### config.mk
export PLATFORM = sky130hd
export DESIGN_NAME = pqu_update_engine
export DESIGN_NICKNAME = d
export VERILOG_FILES = /design/src/rtl/pqu_pkg.sv /design/src/rtl/pqu_ctrl.sv /design/src/rtl/pqu_accum.sv /design/src/rtl/pqu_merge.sv /design/src/rtl/pqu_update_engine.sv
export SDC_FILE = /design/constraint.sdc
export NUM_CORES = 1
export LEC_CHECK = 0
export ABC_AREA = 0
export BUFFER_PORTS_ARGS = -buffer_cell sky130_fd_sc_hd__buf_2
export CORE_MARGIN = 5
export CORE_UTILIZATION = 60
export CTS_BUF_LIST = sky130_fd_sc_hd__clkbuf_4 sky130_fd_sc_hd__clkbuf_8
export CTS_CLUSTER_SIZE = 28
export DETAILED_ROUTE_END_ITERATION = 16
export GPL_TIMING_DRIVEN = 0
export PLACE_DENSITY = 0.88
export SLEW_MARGIN = 10
export SYNTH_ARGS = -nofsm -noshare
export SYNTH_HDL_FRONTEND = slang
export SYNTH_SLANG_ARGS = --single-unit
### constraint.sdc
create_clock -name clk -period 3.65 [get_ports clk]
set_input_delay 0.365 -clock clk [delete_from_list [all_inputs] [get_ports clk]]
set_output_delay 0.365 -clock clk [all_outputs]
set_load 0.02 [all_outputs]
### src/rtl/pqu_pkg.sv
// Shared types and the GF(2^8) doubling helper for the partial parity engine.
package pqu_pkg;

    // Operating phases of the engine, one per stage of an update.
    typedef enum logic [2:0] {
        PH_IDLE  = 3'd0,
        PH_DATA  = 3'd1,
        PH_SHIFT = 3'd2,
        PH_MERGE = 3'd3,
        PH_OUT   = 3'd4
    } pqu_phase_e;

    // Low byte of the reduction polynomial x^8+x^4+x^3+x^2+1.
    localparam logic [7:0] GF_TAIL = 8'h1d;

    // Multiply one field element by the generator 2.
    function automatic logic [7:0] gf_dbl(input logic [7:0] b);
        return {b[6:0], 1'b0} ^ (b[7] ? GF_TAIL : 8'h00);
    endfunction

endpackage

### src/rtl/pqu_ctrl.sv
// Phase sequencer. Accepts a command, counts the band's data words, then
// counts the doubling-only cycles, then waits for old parity and the output
// handshake. Assumes cmd_hi >= cmd_lo.
module pqu_ctrl #(
    parameter int IDX_W = 4
) (
    input  logic             clk,
    input  logic             rst_n,
    input  logic             cmd_valid,
    input  logic [IDX_W-1:0] cmd_lo,
    input  logic [IDX_W-1:0] cmd_hi,
    input  logic             data_valid,
    input  logic             old_valid,
    input  logic             out_ready,
    output logic             cmd_ready,
    output logic             data_ready,
    output logic             old_ready,
    output logic             out_valid,
    output logic             acc_first,
    output logic             acc_step,
    output logic             acc_shift,
    output logic             mrg_load
);
    import pqu_pkg::*;

    localparam logic [IDX_W-1:0] ONE = IDX_W'(1);

    pqu_phase_e       phase;
    logic [IDX_W-1:0] cnt;
    logic [IDX_W-1:0] lo_q;
    logic             first_q;
    logic             data_fire;
    logic             old_fire;

    // Handshake signals and datapath strobes decoded from the phase.
    always_comb begin
        cmd_ready  = (phase == PH_IDLE);
        data_ready = (phase == PH_DATA);
        old_ready  = (phase == PH_MERGE);
        out_valid  = (phase == PH_OUT);
        data_fire  = data_ready && data_valid;
        old_fire   = old_ready && old_valid;
        acc_first  = data_fire && first_q;
        acc_step   = data_fire && !first_q;
        acc_shift  = (phase == PH_SHIFT);
        mrg_load   = old_fire;
    end

    // Phase register with word and doubling counters.
    always_ff @(posedge clk) begin
        if (!rst_n) begin
            phase   <= PH_IDLE;
            cnt     <= '0;
            lo_q    <= '0;
            first_q <= 1'b0;
        end else begin
            case (phase)
                PH_IDLE: if (cmd_valid) begin
                    phase   <= PH_DATA;
                    cnt     <= cmd_hi - cmd_lo;
                    lo_q    <= cmd_lo;
                    first_q <= 1'b1;
                end
                PH_DATA: if (data_valid) begin
                    first_q <= 1'b0;
                    if (cnt == '0) begin
                        cnt   <= lo_q;
                        phase <= (lo_q == '0) ? PH_MERGE : PH_SHIFT;
                    end else begin
                        cnt <= cnt - ONE;
                    end
                end
                PH_SHIFT: begin
                    cnt <= cnt - ONE;
                    if (cnt == ONE) phase <= PH_MERGE;
                end
                PH_MERGE: if (old_valid) phase <= PH_OUT;
                PH_OUT:   if (out_ready) phase <= PH_IDLE;
                default:  phase <= PH_IDLE;
            endcase
        end
    end

endmodule

### src/rtl/pqu_accum.sv
// Partial P/Q accumulator. First word seeds both sums. Each later word is
// XORed into P, while Q is doubled and then XORed with the word. A shift
// strobe doubles Q alone. Byte lanes are independent.
module pqu_accum #(
    parameter int LANES = 4
) (
    input  logic               clk,
    input  logic               rst_n,
    input  logic               acc_first,
    input  logic               acc_step,
    input  logic               acc_shift,
    input  logic [8*LANES-1:0] din,
    output logic [8*LANES-1:0] acc_p,
    output logic [8*LANES-1:0] acc_q
);
    import pqu_pkg::*;

    localparam int W = 8 * LANES;

    logic [W-1:0] q_dbl;

    // One doubler per byte lane.
    for (genvar ln = 0; ln < LANES; ln++) begin : g_lane
        always_comb q_dbl[8*ln +: 8] = gf_dbl(acc_q[8*ln +: 8]);
    end

    // Running sums updated by the sequencer's strobes.
    always_ff @(posedge clk) begin
        if (!rst_n) begin
            acc_p <= '0;
            acc_q <= '0;
        end else if (acc_first) begin
            acc_p <= din;
            acc_q <= din;
        end else if (acc_step) begin
            acc_p <= acc_p ^ din;
            acc_q <= q_dbl ^ din;
        end else if (acc_shift) begin
            acc_q <= q_dbl;
        end
    end

endmodule

### src/rtl/pqu_merge.sv
// Read-modify-write stage: folds the partial sums into the old parity when
// the old words are accepted and keeps the result until the next load.
module pqu_merge #(
    parameter int W = 32
) (
    input  logic         clk,
    input  logic         rst_n,
    input  logic         load,
    input  logic [W-1:0] old_p,
    input  logic [W-1:0] old_q,
    input  logic [W-1:0] acc_p,
    input  logic [W-1:0] acc_q,
    output logic [W-1:0] out_p,
    output logic [W-1:0] out_q
);

    // Capture the updated parity pair on the old-parity handshake.
    always_ff @(posedge clk) begin
        if (!rst_n) begin
            out_p <= '0;
            out_q <= '0;
        end else if (load) begin
            out_p <= old_p ^ acc_p;
            out_q <= old_q ^ acc_q;
        end
    end

endmodule

### src/rtl/pqu_update_engine.sv
// Top of the partial P/Q update engine: sequencer, accumulator and merge
// stage. Assumes cmd_hi >= cmd_lo for every command.
module pqu_update_engine #(
    parameter int LANES = 4,
    parameter int IDX_W = 4
) (
    input  logic               clk,
    input  logic               rst_n,
    input  logic               cmd_valid,
    output logic               cmd_ready,
    input  logic [IDX_W-1:0]   cmd_lo,
    input  logic [IDX_W-1:0]   cmd_hi,
    input  logic               data_valid,
    output logic               data_ready,
    input  logic [8*LANES-1:0] data_word,
    input  logic               old_valid,
    output logic               old_ready,
    input  logic [8*LANES-1:0] old_p,
    input  logic [8*LANES-1:0] old_q,
    output logic               out_valid,
    input  logic               out_ready,
    output logic [8*LANES-1:0] out_p,
    output logic [8*LANES-1:0] out_q
);
    localparam int W = 8 * LANES;

    logic         acc_first;
    logic         acc_step;
    logic         acc_shift;
    logic         mrg_load;
    logic [W-1:0] acc_p;
    logic [W-1:0] acc_q;

    pqu_ctrl #(.IDX_W(IDX_W)) ctrl_i (
        .clk        (clk),
        .rst_n      (rst_n),
        .cmd_valid  (cmd_valid),
        .cmd_lo     (cmd_lo),
        .cmd_hi     (cmd_hi),
        .data_valid (data_valid),
        .old_valid  (old_valid),
        .out_ready  (out_ready),
        .cmd_ready  (cmd_ready),
        .data_ready (data_ready),
        .old_ready  (old_ready),
        .out_valid  (out_valid),
        .acc_first  (acc_first),
        .acc_step   (acc_step),
        .acc_shift  (acc_shift),
        .mrg_load   (mrg_load)
    );

    pqu_accum #(.LANES(LANES)) accum_i (
        .clk       (clk),
        .rst_n     (rst_n),
        .acc_first (acc_first),
        .acc_step  (acc_step),
        .acc_shift (acc_shift),
        .din       (data_word),
        .acc_p     (acc_p),
        .acc_q     (acc_q)
    );

    pqu_merge #(.W(W)) merge_i (
        .clk   (clk),
        .rst_n (rst_n),
        .load  (mrg_load),
        .old_p (old_p),
        .old_q (old_q),
        .acc_p (acc_p),
        .acc_q (acc_q),
        .out_p (out_p),
        .out_q (out_q)
    );

endmodule

==> flow_summary.toml <==
[status]
run_status = "finished clean"

[timing]
hold_violations = 0
period_share_pct = 52.3
tightest_slew_ps = 745
finalSetupViolations = 0
fin_ws_ps = 1740
rsz0062_at_grt = "no"
finalSetupTns_ps = 0
slew_viol_final = 0
hold_slack_ps = 192
relSlewSlack_pct = 50.3
clock.fmax_mhz = 524
period_needed_ps = 1910
clock_skew_ps = 9.85

[global_routing]
grt_pass1_wl_um = 33300
grt_max_degree = 17
grt_use_total_pct = 28.8
grt_pass1_vias = 6606
grt.overflow.total = 0
antenna_found_initial = 0

[critical_path]
cp_slowest_stage_delay_ps = 390
endpoint_kind = "output port"
path_cells = "buf_6 > or2_2 > nor2_1 > buf_2"
critPathKind = "register to output port"
cp_num_buf_inv = 2
cpLargestDelayFamily = "flip-flops"
critPathArrivalTime_ps = 1540
crit_fanout = 10
crit_path_start_kind = "register"
cp_slowest_cell = "dfxtp_1"
critPathRequiredTime_ps = 3280

[cells_and_area]
nFillCells = 931
ff_latch_area_um2 = 2800
syn_to_final_growth_pct = 20.6
drive_gt1_share_pct = 24.6
design_area_um2 = 8940
antenna-diode-count = 0
final_nets = 1167
multi_input_comb_area_um2 = 4220

[clocking]
clkLatencyLatePin_ps = 450
htreeDepth = 4
cts_tree = "yes"
cts_max_path_buffers = 2
cts_setup_buffers = 0
cts_root_buffer = "clkbuf_8"
cts_buffers = 17
clk_pin_slew_ps = 70
cts-resized-gates = 0
clock-sinks = 140
cts_hold_buf = 0

[pwr]
p_seq_share_pct = 37.8
p_int_uw = 3340
combinationalPowerShare_pct = 36.2
powerDensity_nw_per_um2 = 589
clockPowerShare_pct = 26.0
p_sw_uw = 1920
ir_worst_vdd_v = 0.000390
switching_share_pct = 36.5
leakage_uw = 0.00431

[detailed_routing]
wl_um = 21400
drt-initial-drc-count = 682
dr.pass1.iters = 5
dr_total_vias = 7136
detail-route-antenna-nets = 0
wl_per_cell_um = 17.4
drcViolationCount = 0
viasPerCell = 5.80

[synth]
syn-cell-area_um2 = 7410
synth_edf_count = 0
netlist_top_cells_count = "140 x dfxtp_1, 137 x nand2_1, 87 x o21ai_0, 76 x xnor2_1, 64 x o211a_1"
yosysTopAreaCell = "dfxtp_1"
synth_cell_types = 53
synth_cells = 855
yosysWarningCount = 0
synthesis.nets = 972
synth-seq-area-share_pct = 37.8
syn_avg_cell_area_um2 = 8.67
ys.flop_type = "dfxtp_1"
ys_ff_latch = 140
ys_async_sr_fraction_pct = 0
netlist.area_leader.share_pct = 37.8
ys_top_cells_by_area = "dfxtp_1 38%, xnor2_1 9.0%, o211a_1 8.6%"
synth.most_common_cell = "dfxtp_1"

[place]
pre_cts_ws_ps = 1790
place_area_um2 = 8500
place.gp.congestion = 0.957
hpwl_um = 16200
portBuffers = 176

[floorplanning]
die_w_um = 121
io_pins = 178
dieArea_um2 = 14700
core_um2 = 12100
start_util_pct = 61.5
rows = 40
die_y_um = 121

[min_path]
hp-class = "input pin to register"

[job]
max_cap_viol_count = 0
-- layout by cell type, fill, tap and decap left out, types with 3 or more instances in the layout --
cell	instances
clkbuf_1	33
clkbuf_8	21
xnor2_1	76
a21boi_1	20
nor2b_1	41
a22oi_1	32
inv_1	10
and2_1	3
xor2_1	4
buf_4	5
o21ai_0	87
a21oi_1	57
o211a_1	64
bufinv_16	3
nor2_1	3
ha_1	6
buf_2	199
nand3b_1	19
dfxtp_1	140
nor3_1	5
or2_2	12
buf_6	6
mux2i_1	16
nor3b_1	3
clkbuf_4	5
a211o_1	20
nand2_1	137
-- worst paths after layout --
| path | from | depth (start not counted) | end | slack (ps) |
|---|---|---|---|---|
| max | ctrl_i.phase[1]$_SDFFE_PN0P_ | 4 | out_valid | 1740 |
| min | cmd_lo[2] | 3 | ctrl_i.lo_q[2]$_SDFFE_PN0P_ | 190 |
| max reg2reg | ctrl_i.cnt[0]$_SDFFE_PN0P_ | 6 | ctrl_i.cnt[2]$_SDFFE_PN0P_ | 1750 |
| min reg2reg | merge_i.out_q[16]$_SDFFE_PN0P_ | 1 | merge_i.out_q[16]$_SDFFE_PN0P_ | 490 |
-- per-stage QoR --
| step | util (%) | power, µW | std cells |
|---|---|---|---|
| 2_1_floorplan | - | 3350 | 855 |
| 3_3_place_gp | 70.5 | 3840 | 1199 |
| 3_5_place_dp | 70.5 | 3890 | 1199 |
| 4_1_cts | 74.1 | 5240 | 1231 |
| 5_1_grt | 74.1 | 5540 | 1231 |
| 6_report | 74.1 | 5270 | 1231 |
-- final cells by class --
class,instances,area share (%)
Multi-Input combinational cell,636,47.2
Sequential cell,140,31.4
Timing Repair Buffer,176,9.86
Buffer,69,3.95
Clock buffer,26,3.65
Tap cell,168,2.35
Clock inverter,6,1.20
Inverter,10,0.420
-- flip-flops by register name, indices dropped and copies added (netlist names) --
name and cells:
accum_i.acc_p 32, ctrl_i.lo_q 4, ctrl_i.cnt 4, merge_i.out_q 32, merge_i.out_p 32, ctrl_i.phase 3, ctrl_i.first_q 1, accum_i.acc_q 32
-- per-layer routing --
layer,GRT usage (%),share of wire (%),wire (µm)
met1,36.5,41,8700
met2,46.5,46,9790
met3,6.29,9.1,1940
met4,13.9,4.6,993
met5,0,0,0
-- cells by family (layout without fill, tap and decap cells) --
group                    Yosys count  after routing  synth area share [%]
AO/OA/AOI/OAI                    299            299                  28.3
XOR/XNOR                          80             80                  9.45
adder cells (fa/ha/maj)            7              7                  1.28
buffers and inverters             79            287                  5.27
flip-flops                       140            140                  37.8
multiplexers                      17             17                  2.31
AND/OR/NAND/NOR                  233            233                  15.6
-- power groups by stage --
stage | sequential, µW | clock [µW] | combinational [µW]
final | 1990 | 1370 | 1910
after global routing | 2010 | 1440 | 2100
after CTS | 1980 | 1370 | 1890
after detailed placement | 2010 | 0 | 1870
after global placement | 2000 | 0 | 1830
after floorplan | 2010 | 0 | 1340
-- worst register-to-register path, stage by stage (launching register included) --
cell      delay, ps
dfxtp_1         340
inv_1           100
ha_1            150
nor3b_1         460
o32ai_2         210
a222oi_1        390
o22ai_1         140
Note: power is estimated with default switching activity, not from simulation.
